**src/rtl/dmaeng_pkg.sv**
```systemverilog
package dmaeng_pkg;

    localparam int OFS_W  = 16;
    localparam int PAGE_W = 8;
    localparam int PHYS_W = PAGE_W + OFS_W;

    typedef logic [OFS_W-1:0]  ofs_t;
    typedef logic [PAGE_W-1:0] page_t;
    typedef logic [PHYS_W-1:0] phys_t;

    typedef enum logic [1:0] {
        OP_HOLD   = 2'd0,
        OP_LOAD   = 2'd1,
        OP_STEP   = 2'd2,
        OP_RELOAD = 2'd3
    } reg_op_e;

    typedef enum logic {
        XM_BYTE = 1'b0,
        XM_WORD = 1'b1
    } xfer_mode_e;

    function automatic phys_t form_phys(page_t pg, ofs_t ofs, xfer_mode_e m);
        phys_t r;
        if (m == XM_WORD)
            r = {pg[PAGE_W-1:1], ofs, 1'b0};
        else
            r = {pg, ofs};
        return r;
    endfunction

    function automatic logic [1:0] lane_sel(logic a0, logic off, xfer_mode_e m);
        logic [1:0] r;
        if (off)
            r = 2'b00;
        else if (m == XM_WORD)
            r = 2'b11;
        else
            r = a0 ? 2'b10 : 2'b01;
        return r;
    endfunction

endpackage

```
**src/rtl/step_reg.sv**
```systemverilog
module step_reg
    import dmaeng_pkg::*;
#(
    parameter bit DOWN = 1'b0
) (
    input  logic    clk,
    input  logic    rst,
    input  reg_op_e op,
    input  ofs_t    load_val,
    output ofs_t    cur
);

    ofs_t base_q;
    ofs_t cur_q;

    always_ff @(posedge clk) begin
        if (rst) begin
            base_q <= '0;
            cur_q  <= '0;
        end else begin
            case (op)
                OP_LOAD: begin
                    base_q <= load_val;
                    cur_q  <= load_val;
                end
                OP_STEP: begin
                    if (DOWN)
                        cur_q <= cur_q - ofs_t'(1);
                    else
                        cur_q <= cur_q + ofs_t'(1);
                end
                OP_RELOAD: cur_q <= base_q;
                default:   cur_q <= cur_q;
            endcase
        end
    end

    assign cur = cur_q;

    // a reload restores the stored start value
    a_r8_reload_base: assert property (@(posedge clk) disable iff (rst)
        (op == OP_RELOAD) |=> (cur == $past(base_q)));

endmodule

```
**src/rtl/xfer_ctrl.sv**
```systemverilog
module xfer_ctrl
    import dmaeng_pkg::*;
(
    input  logic    clk,
    input  logic    rst,
    input  logic    xfer,
    input  logic    arm,
    input  logic    ld_addr,
    input  logic    ld_count,
    input  logic    autoinit,
    input  logic    cnt_zero,
    output reg_op_e addr_op,
    output reg_op_e cnt_op,
    output logic    go,
    output logic    tc,
    output logic    masked
);

    logic tc_q;
    logic reload_q;
    logic mask_q;
    logic last_xfer;

    assign go        = xfer && !mask_q && !tc_q;
    assign last_xfer = go && cnt_zero;

    always_ff @(posedge clk) begin
        if (rst) begin
            tc_q     <= 1'b0;
            reload_q <= 1'b0;
            mask_q   <= 1'b1;
        end else begin
            tc_q     <= last_xfer;
            reload_q <= last_xfer && autoinit;
            if (last_xfer && !autoinit)
                mask_q <= 1'b1;
            else if (arm)
                mask_q <= 1'b0;
        end
    end

    always_comb begin
        if (ld_addr)       addr_op = OP_LOAD;
        else if (reload_q) addr_op = OP_RELOAD;
        else if (go)       addr_op = OP_STEP;
        else               addr_op = OP_HOLD;

        if (ld_count)      cnt_op = OP_LOAD;
        else if (reload_q) cnt_op = OP_RELOAD;
        else if (go)       cnt_op = OP_STEP;
        else               cnt_op = OP_HOLD;
    end

    assign tc     = tc_q;
    assign masked = mask_q;

    // terminal count never lasts more than one cycle
    a_r6_tc_pulse: assert property (@(posedge clk) disable iff (rst)
        tc |=> !tc);

    // a final transfer without autoinit masks the channel with the pulse
    a_r7_mask_on_tc: assert property (@(posedge clk) disable iff (rst)
        (go && cnt_zero && !autoinit) |=> (tc && masked));

endmodule

```
**src/rtl/phys_map.sv**
```systemverilog
module phys_map
    import dmaeng_pkg::*;
#(
    parameter xfer_mode_e MODE = XM_BYTE
) (
    input  logic       clk,
    input  logic       rst,
    input  logic       ld_page,
    input  page_t      page_in,
    input  ofs_t       ofs,
    input  logic       masked,
    output phys_t      phys,
    output logic [1:0] lanes
);

    page_t page_q;

    always_ff @(posedge clk) begin
        if (rst)
            page_q <= '0;
        else if (ld_page)
            page_q <= page_in;
    end

    always_comb begin
        phys  = form_phys(page_q, ofs, MODE);
        lanes = lane_sel(phys[0], masked, MODE);
    end

endmodule

```
**src/rtl/chan_xfer_engine.sv**
```systemverilog
module chan_xfer_engine
    import dmaeng_pkg::*;
#(
    parameter bit WORD_MODE = 1'b0
) (
    input  logic        clk,
    input  logic        rst,
    input  logic        ld_page,
    input  logic [7:0]  page_in,
    input  logic        ld_addr,
    input  logic [15:0] addr_in,
    input  logic        ld_count,
    input  logic [15:0] count_in,
    input  logic        autoinit,
    input  logic        arm,
    input  logic        xfer,
    output logic [23:0] phys_addr,
    output logic [1:0]  byte_en,
    output logic        tc,
    output logic        masked,
    output logic [15:0] residue
);

    localparam xfer_mode_e MODE = WORD_MODE ? XM_WORD : XM_BYTE;

    reg_op_e addr_op;
    reg_op_e cnt_op;
    logic    go;
    ofs_t    ofs_cur;
    ofs_t    cnt_cur;
    phys_t   phys;

    xfer_ctrl u_ctrl (
        .clk      (clk),
        .rst      (rst),
        .xfer     (xfer),
        .arm      (arm),
        .ld_addr  (ld_addr),
        .ld_count (ld_count),
        .autoinit (autoinit),
        .cnt_zero (cnt_cur == '0),
        .addr_op  (addr_op),
        .cnt_op   (cnt_op),
        .go       (go),
        .tc       (tc),
        .masked   (masked)
    );

    step_reg #(.DOWN(1'b0)) u_ofs (
        .clk      (clk),
        .rst      (rst),
        .op       (addr_op),
        .load_val (addr_in),
        .cur      (ofs_cur)
    );

    step_reg #(.DOWN(1'b1)) u_cnt (
        .clk      (clk),
        .rst      (rst),
        .op       (cnt_op),
        .load_val (count_in),
        .cur      (cnt_cur)
    );

    phys_map #(.MODE(MODE)) u_map (
        .clk     (clk),
        .rst     (rst),
        .ld_page (ld_page),
        .page_in (page_in),
        .ofs     (ofs_cur),
        .masked  (masked),
        .phys    (phys),
        .lanes   (byte_en)
    );

    assign phys_addr = phys;
    assign residue   = cnt_cur;

    // offset and count move together by one on an accepted strobe
    a_r4_lockstep: assert property (@(posedge clk) disable iff (rst)
        (go && !ld_addr && !ld_count) |=>
            ((ofs_t'(ofs_cur - $past(ofs_cur)) == ofs_t'(1)) &&
             (ofs_t'($past(cnt_cur) - cnt_cur) == ofs_t'(1))));

    // a page-only write leaves the count as it was
    a_r9_page_only: assert property (@(posedge clk) disable iff (rst)
        (ld_page && !ld_addr && !ld_count && !go && !tc) |=>
            (residue == $past(residue)));

    // word mode never drives address bit 0
    a_r3_even_word: assert property (@(posedge clk) disable iff (rst)
        (MODE == XM_WORD) |-> (phys_addr[0] == 1'b0));

endmodule

```
**config.mk**
```make
export PLATFORM = sky130hd
export DESIGN_NAME = chan_xfer_engine
export DESIGN_NICKNAME = d
export VERILOG_FILES = /design/src/rtl/dmaeng_pkg.sv /design/src/rtl/step_reg.sv /design/src/rtl/xfer_ctrl.sv /design/src/rtl/phys_map.sv /design/src/rtl/chan_xfer_engine.sv
export SDC_FILE = /design/constraint.sdc
export NUM_CORES = 1
export LEC_CHECK = 0
export BUFFER_PORTS_ARGS = -buffer_cell sky130_fd_sc_hd__buf_2
export CAP_MARGIN = 20
export CORE_ASPECT_RATIO = 1.5
export CORE_UTILIZATION = 35
export CTS_BUF_LIST = sky130_fd_sc_hd__clkbuf_4
export CTS_CLUSTER_DIAMETER = 50
export DETAILED_ROUTE_END_ITERATION = 16
export PLACE_DENSITY = 0.65
export RECOVER_POWER = 25
export SLEW_MARGIN = 20
export SYNTH_ARGS = -nofsm -noshare
export SYNTH_HDL_FRONTEND = slang
export SYNTH_SLANG_ARGS = --single-unit
```
**constraint.sdc**
```tcl
create_clock -name clk -period 2.23 [get_ports clk]
set_clock_uncertainty 0.1 [all_clocks]
set_input_delay 0.1115 -clock clk [delete_from_list [all_inputs] [get_ports clk]]
set_output_delay 0.1115 -clock clk [all_outputs]
set_load 0.05 [all_outputs]
```
==> results of run 1 <==
==> critical path, cell delays in order, from the launching register on <==
cell and delay [ns]:
dfxtp_2 0.37, or3b_4 0.44, buf_4 0.17, xnor2_1 0.11, o21ai_1 0.14, a21oi_1 0.09, dlygate4sd3_1 0.58
==> cell families (layout without fill, tap and decap cells) <==
| group | Yosys count | count (layout) | share of synthesized area |
|---|---|---|---|
| simple gates | 159 | 159 | 0.216 |
| compound gates | 102 | 102 | 0.172 |
| flops | 75 | 75 | 0.407 |
| buf+inv | 48 | 201 | 0.0495 |
| mux | 35 | 35 | 0.0954 |
| xor+xnor | 21 | 21 | 0.0499 |
| fa+ha+maj | 3 | 3 | 0.0102 |
==> flip-flops by register name (all words and copies together), names as in the netlist <==
signal,cells
u_cnt.base_q,16
u_cnt.cur,16
u_ofs.base_q,16
u_ofs.cur,16
u_map.page_q,8
u_ctrl.masked,1
u_ctrl.reload_q,1
u_ctrl.tc,1
==> synth_stat cells, drive strengths merged, types with 8 or more instances <==
library cell	number	area, um^2
clkbuf	13	48.8
mux2i	34	340
o22ai	8	50.1
nand2b	17	106
nor2	51	194
nand3	12	60.1
o21a	8	60.1
a21oi	44	220
xnor2	15	131
dfxtp	75	1500
buf	14	55.1
nor3	9	45.0
nand2	33	124
o21ai	17	85.1
inv	21	78.8
==> per-stage QoR <==
step | cell area (um^2) | util | power (W) | setup WS, ns
final | 5060 | 0.497 | 0.00316 | 0.119
after global routing | 5060 | 0.497 | 0.00333 | 0.0293
after CTS | 5080 | 0.498 | 0.00320 | 0.0353
after detailed placement | 4370 | 0.429 | 0.00220 | 0.261
after global placement | 4370 | 0.429 | 0.00219 | 0.302
after floorplan | 3690 | - | 0.00199 | 0.139
==> power groups by stage <==
stage,Clock [W],Sequential [W],Combinational (W)
after floorplan,0,0.00169,0.000295
after global placement,0,0.00153,0.000658
after detailed placement,0,0.00154,0.000666
after CTS,0.000944,0.00151,0.000751
after global routing,0.00100,0.00152,0.000807
final,0.000910,0.00151,0.000747
==> layer usage <==
layer  global-route usage  routed length [um]  vias to the layer above
met4                0.103                 306                        0
met5                    0                   0                        -
met1                0.222                4360                     1748
met3               0.0361                 377                       26
met2                0.373                5690                      101
li1                     -                   -                     1842
==> cell type report <==
class | count | area [um^2] | area share
clock buffers | 9 | 67.6 | 0.0133
clock inverters | 6 | 81.3 | 0.0161
inverters | 21 | 78.8 | 0.0156
multi-input cells | 320 | 2010 | 0.397
flip-flops and latches | 75 | 1500 | 0.297
well taps | 141 | 176 | 0.0348
repair buffers | 165 | 1150 | 0.226
==> worst max path at each step <==
stage | startpoint | end | slack, ns | cells after the start
finish | u_ctrl.masked | u_ofs.cur[0] | 0.12 | 6
global route | u_ctrl.masked | u_ofs.cur[0] | 0.03 | 6
floorplan | u_ctrl.masked | u_cnt.cur[14] | 0.14 | 6
detailed placement | u_ctrl.masked | u_cnt.cur[3] | 0.26 | 5
CTS | u_ctrl.masked | u_ofs.cur[0] | 0.04 | 6
global placement | u_ctrl.masked | u_cnt.cur[3] | 0.30 | 5
==> timing repair <==
| item | CTS | global route |
|---|---|---|
| hold buffers | 56 | 0 |
| endpoints found under the hold margin | 72 | 0 |
| buffers inserted | 0 | 0 |
| setup endpoints to repair | 0 | 1 |
| gates resized for setup | 0 | 3 |
==> metrics.txt, run 1 <==
status completed; Via density 5.04; layout cell share with drive strength beyond 1 0.211; reg2reg path depth 6; Pwr per Cell Area 625 nW/um^2; crit path DAT 2.33 ns; hold worst-path end u_ofs.cur[11]; WL/cell 14.6 um; ANT nets after route 0; initial antenna violation count 0; r2r setup slk 0.12 ns; DRC viols 0; Pleak 2.17 nW; Avg Cell Area, Syn 8.32 um^2; relative slew slack 0.604; peak supply drop 309 uV; number of global-route vias before repair 3806; Mapped Cells 443; largest net degree at the start of global routing 39; ant diodes 0; DP HPWL 7540 um; total CTS buffers 9; CTS Root Cell clkbuf_4; Placed Cells 666; clock sink count 75; Peak Freq 0.474 GHz; I/O Buffers 91; Max Cap Viol 0; drt first pass iters 4; Slew @ Worst Pin 0.597 ns; Final Wtd Congestion 0.929; Total GRT Usage 0.204; Max Transition Viols Final 0; Startpoint Class flop; fin crit period 2.11 ns; RR Endpoint u_ofs.cur[0]; syn nets 494; Post-synth ARST share 0; Fin Hold WS 0.0516 ns; commonest non-fill, non-tap cell in the layout buf_2; Total Nets Final 643; most frequent cells in the layout 82 x buf_2, 74 x dfxtp_1, 56 x dlygate4sd3_1, 50 x nor2_1, 44 x a21oi_1; Final period util 0.947; Initial Utilization 0.362; Die H 128 um; min-delay src ld_addr; grt ovf 0; Seq/Total Area, Yosys 0.407; sequential power share 0.476; synthesis-stage register bit count 75; CTS HTree Levels 3; Synth warnings 0; die area 11000 um^2; die width 85.8 um; TritonCTS clock tree done; combinational power share 0.236; CP Class flop to flop; IO Count 92; CP max FO 7; Crit path required time 2.45 ns; Sw Share 0.314; worst hold path type input pin to flop; Hold Path Stages 4; Setup Viol. Count Final 0; RSZ-0062 raised after global routing no; clk_lat worst skew 0.42 ns; Post-synth top flop dfxtp_1; EDFF count, synth 0; CTS max path bufs 2; clock share of power 0.288; Yosys cell types 47; core area 10200 um^2; WL final 10700 um; clock slew at reported path FFs 0.12 ns; Iter 0 DRT Violations 135; Int Pwr 0.00217 W; Final Hold Viols 0; FP Rows 45; final setup TNS 0 ns; vias 3717; Mapped Area 3690 um^2; area growth from synthesis to layout 37.3%; first-pass GRT wire length 17500 um; Layout Cells excl Fill 737; crit end category flop; Switching Power 0.000995 W; reg-to-reg startpoint u_ctrl.masked; # fillers 979
Note: power is estimated with default switching activity, not from simulation.
==> inputs of run 2 (changes only) <==
--- a/config.mk
+++ b/config.mk
@@ -17,4 +17,5 @@
 export SLEW_MARGIN = 20
 export SYNTH_ARGS = -nofsm -noshare
 export SYNTH_HDL_FRONTEND = slang
+export SYNTH_HIERARCHICAL = 1
 export SYNTH_SLANG_ARGS = --single-unit
==> run 2 against run 1 <==
  * Worst hold slack worse by 0.022 ns
  * Final area up 5.8%
  * Register-to-register slack worse by 0.07 ns
  * Non-clock buffer count up 6
  * Combinational power up 19%
  * Via count up 12%
  * Fmax down 3.2%
  * Highest routed layer unchanged
  * Synthesized area up 9.7%
  * Sequential power about the same
==> metrics.txt, run 2 <==
worst hold path type input pin to flop; post-place setup slack 0.0703 ns; core area 11100 um^2; RSZ-0062 raised after global routing yes; largest net degree at the start of global routing 33; ANT nets after route 0; Layout Cells excl Fill 787; drt first pass iters 4; DP HPWL 8050 um; Synth warnings 6; die area 12000 um^2; CP max-delay cell dlygate4sd3_1; Total Nets Final 685; die width 89.8 um; # fillers 1105; Setup Viol. Count Final 0; worst path cell trace buf_4 -> nor4_1 -> and4_1 -> nand4bb_1 -> nor3b_2 -> dlygate4sd3_1; I/O Buffers 91; Startpoint Class flop; Placed Cells 717; Crit path depth 6; RR Endpoint u_ctrl/reload_q; syn nets 549; r2r setup slk 0.05 ns; number of global-route vias before repair 4056; Pleak 2.11 nW; clock slew at reported path FFs 0.13 ns; FP Rows 47; CTS HTree Levels 3; Total GRT Usage 0.193; Die H 134 um; layout cell share with drive strength beyond 1 0.223; IO Count 92; Crit path buffers/inverters 2; Avg Cell Area, Syn 8.10 um^2; clock sink count 75; TritonCTS clock tree done; Mapped Cells 499; Final period util 0.978; fin crit period 2.18 ns; Pwr per Cell Area 607 nW/um^2; Via density 5.28; Final Core Density 0.482; CP Class flop to flop; DRC viols 0; reg2reg path depth 6; peak supply drop 330 uV; CP max FO 5; Hold Path Stages 2; Mapped Area 4040 um^2; CTS Root Cell clkbuf_4; most frequent cells in the layout 91 x nand2_1, 73 x dfxtp_1, 71 x buf_2, 54 x dlygate4sd3_1, 50 x a21oi_1; Max Cap Viol 0; Slew @ Worst Pin 0.660 ns; total CTS buffers 9; commonest non-fill, non-tap cell in the layout nand2_1; WL final 11500 um; CTS max path bufs 2; Peak Freq 0.459 GHz; Crit path required time 2.50 ns; Final Hold Viols 0; initial antenna violation count 0; crit path DAT 2.45 ns; reg-to-reg startpoint u_cnt/cur[0]; relative slew slack 0.559; WL/cell 14.6 um; area growth from synthesis to layout 32.5%; worst setup path startpoint u_cnt/cur[0]; status completed; ant diodes 0; vias 4158; crit-path leading delay family simple AND/OR/NAND/NOR gates; Max Transition Viols Final 0; Final Wtd Congestion 0.859; min-delay src rst; Iter 0 DRT Violations 158; crit end category flop; first-pass GRT wire length 18700 um; Initial Utilization 0.364; grt ovf 0; hold worst-path end u_map/page_q[4]; CP peak stage delay 0.58 ns; final setup TNS 0 ns; clk_lat worst skew 0.42 ns; Final WS setup 0.0492 ns
==> run 2: how the worst max path moves through the flow <==
stage,endpoint,slack (ns)
3_5_place_dp,u_ofs/cur[4],0.07
5_1_grt,u_ctrl/reload_q,-0.02
6_report,u_ctrl/reload_q,0.05
3_3_place_gp,u_ofs/base_q[6],0.14
2_1_floorplan,u_ofs/base_q[0],0.06
4_1_cts,u_ofs/cur[4],0.04
==> run 2: what timing repair did <==
item / 4_1_cts / 5_1_grt
hold buffers: 54 / 0
endpoints found under the hold margin: 58 / 0
resized for setup: 0 / 9
setup endpoints to repair: 0 / 11
setup buffers: 0 / 0
==> run 2: metrics by stage <==
stage	power, W	hold WS, ns	area [um^2]
floorplan	0.00215	0.0765	4050
global placement	0.00235	0.247	4670
detailed placement	0.00237	0.265	4670
CTS	0.00328	0.00330	5340
global route	0.00342	0.0525	5360
finish	0.00325	0.0291	5360
==> run 2: layout make-up <==
cell class | instances | area (um^2) | area share
clock buffers | 10 | 75.1 | 0.0140
clock inverters | 6 | 56.3 | 0.0105
inverters | 14 | 52.6 | 0.00981
multi-input cells | 364 | 2280 | 0.425
flip-flops and latches | 75 | 1500 | 0.281
well taps | 147 | 184 | 0.0343
repair buffers | 171 | 1210 | 0.225
==> run 2: metal layers <==
metal	wire length, um	vias up	global-route usage	part of all wire
li1	-	2038	-	-
met4	386	0	0.121	0.034
met3	468	33	0.0274	0.041
met5	0	-	0	0
met1	4680	1950	0.207	0.41
met2	5980	137	0.354	0.52
==> run 2: power breakdown <==
part / switching [W] / leakage, nW / internal (W)
Combinational: 0.000545 / 1.42 / 0.000346
Sequential: 0.000104 / 0.620 / 0.00143
Clock: 0.000482 / 0.0651 / 0.000344
Total: 0.00113 / 2.11 / 0.00212
==> inputs of run 3 (changes only) <==
--- a/config.mk
+++ b/config.mk
@@ -5,6 +5,7 @@
 export SDC_FILE = /design/constraint.sdc
 export NUM_CORES = 1
 export LEC_CHECK = 0
+export ABC_AREA = 1
 export BUFFER_PORTS_ARGS = -buffer_cell sky130_fd_sc_hd__buf_2
 export CAP_MARGIN = 20
 export CORE_ASPECT_RATIO = 1.5
@@ -12,7 +13,7 @@
 export CTS_BUF_LIST = sky130_fd_sc_hd__clkbuf_4
 export CTS_CLUSTER_DIAMETER = 50
 export DETAILED_ROUTE_END_ITERATION = 16
-export PLACE_DENSITY = 0.65
+export PLACE_DENSITY = 0.64
 export RECOVER_POWER = 25
 export SLEW_MARGIN = 20
 export SYNTH_ARGS = -nofsm -noshare
==> run 3 against run 2 <==
  * Via count increased by 7.8%
  * Sequential share of layout area decreased by 0.51 points
  * Final area increased by 1.7%
  * Worst hold slack improved by 0.056 ns
  * First-iteration DRC count decreased by 6.3%
  * Critical path type is now input pin to flop
==> metrics.txt, run 3 <==
Crit path buffers/inverters 5; grt met3 use 0.0287; area growth from synthesis to layout 27.5%; CP peak stage delay 0.58 ns; worst hold path type input pin to flop; DRC viols 0; WL/cell 12.5 um; IO Count 92; layout cell share with drive strength beyond 1 0.158; Slew @ Worst Pin 0.646 ns; met1 GRT Util 0.204; syn nets 704; vias 4483; Total GRT Usage 0.188; Die H 137 um; TritonCTS clock tree done; CTS max path bufs 2; Via density 4.77; # fillers 1240; Pwr per Cell Area 638 nW/um^2; Initial Utilization 0.358; first-pass GRT wire length 18800 um; fin crit period 1.96 ns; drt first pass iters 4; Synth warnings 6; ant diodes 0; CTS Root Cell clkbuf_4; Max Transition Viols Final 0; RSZ-0062 raised after global routing no; Pleak 2.39 nW; Multi-input gate area 2200 um^2; I/O Buffers 91; WL final 11700 um; met2 usage 0.353; peak supply drop 496 uV; core area 12000 um^2; Avg Cell Area, Syn 6.54 um^2; crit end category flop; crit path DAT 2.17 ns; die area 12700 um^2; Final Wtd Congestion 0.767; relative slew slack 0.571; total CTS buffers 9; Final Hold Viols 0; worst path cell trace dlygate4sd3_1 -> buf_2 -> inv_1 -> nand2_1 -> dlygate4sd3_1 -> nand2_1 -> nor2_1 -> dlygate4sd3_1; Post-CTS Setup Bufs 0; final setup TNS 0 ns; Iter 0 DRT Violations 148; DP HPWL 8200 um; initial antenna violation count 0; grt ovf 0; Startpoint Class input pin; Final period util 0.880; Mapped Area 4270 um^2; total power 0.00348 W; clock sink count 75; FP Rows 49; sequential cell area 1500 um^2; ANT nets after route 0; CP max-delay cell dlygate4sd3_1; CTS HTree Levels 3; commonest non-fill, non-tap cell in the layout nand2_1; status completed; Setup Viol. Count Final 0; die width 92.2 um; largest net degree at the start of global routing 36; clock slew at reported path FFs 0.13 ns; Mapped Cells 654; crit-path leading delay family buffers and inverters; Total Nets Final 832; clk_lat worst skew 0.41 ns; number of global-route vias before repair 4126; Peak Freq 0.510 GHz; Max Cap Viol 0; CP max FO 1; Crit path required time 2.43 ns; most used cell, CP dlygate4sd3_1; GR peak layer met2; CP Class input pin to flop; most frequent cells in the layout 187 x nand2_1, 75 x dfxtp_1, 66 x a21oi_1, 64 x inv_1, 63 x buf_2
-- run 3: power breakdown --
part | switching [W] | internal [W] | total (W)
sequential | 0.000104 | 0.00144 | 0.00154
clock | 0.000472 | 0.000555 | 0.00103
combinational | 0.000605 | 0.000303 | 0.000908
-- run 3: worst min-delay path, stage by stage --
cell	delay, ns
buf_2	0.08
or2_2	0.16
inv_8	0.08
nand2_1	0.07
a21oi_1	0.05
-- run 3: area by class of cell --
type | count | share of cell area
well taps | 153 | 0.0351
flip-flops and latches | 75 | 0.276
clock inverters | 6 | 0.0193
repair buffers | 159 | 0.202
clock buffers | 9 | 0.0124
multi-input cells | 464 | 0.403
inverters | 73 | 0.0526
-- run 3: worst paths after layout --
kind	startpoint	to	slack, ns	depth (start not counted)
worst min-delay path	ld_count	u_cnt/cur[4]	0.08	5
worst max-delay path	page_in[0]	u_map/page_q[0]	0.27	8
worst min register to register	u_cnt/base_q[1]	u_cnt/base_q[1]	0.36	2
worst max register to register	u_ctrl/masked	u_ofs/cur[3]	0.33	8
-- run 3: routing by layer --
metal / part of all wire / up-vias
li1: - / 2332
met5: 0 / -
met1: 0.41 / 2036
met2: 0.54 / 97
met3: 0.030 / 18
met4: 0.023 / 0
-- run 3: through the flow --
step | hold slack (ns) | std cells | worst slack [ns] | instance area (um^2) | util
floorplan | 0.0806 | 654 | 0.368 | 4270 | -
global placement | 0.278 | 862 | 0.375 | 4690 | 0.392
detailed placement | 0.274 | 862 | 0.373 | 4690 | 0.392
CTS | 0.0408 | 939 | 0.330 | 5480 | 0.459
global route | 0.0592 | 939 | 0.111 | 5450 | 0.456
finish | 0.0848 | 939 | 0.268 | 5450 | 0.456
-- run 3: repair_timing --
| item | in CTS | in global routing |
|---|---|---|
| hold buffers | 62 | 0 |
| gates resized for setup | 0 | 0 |
| endpoints found under the hold margin | 75 | 0 |
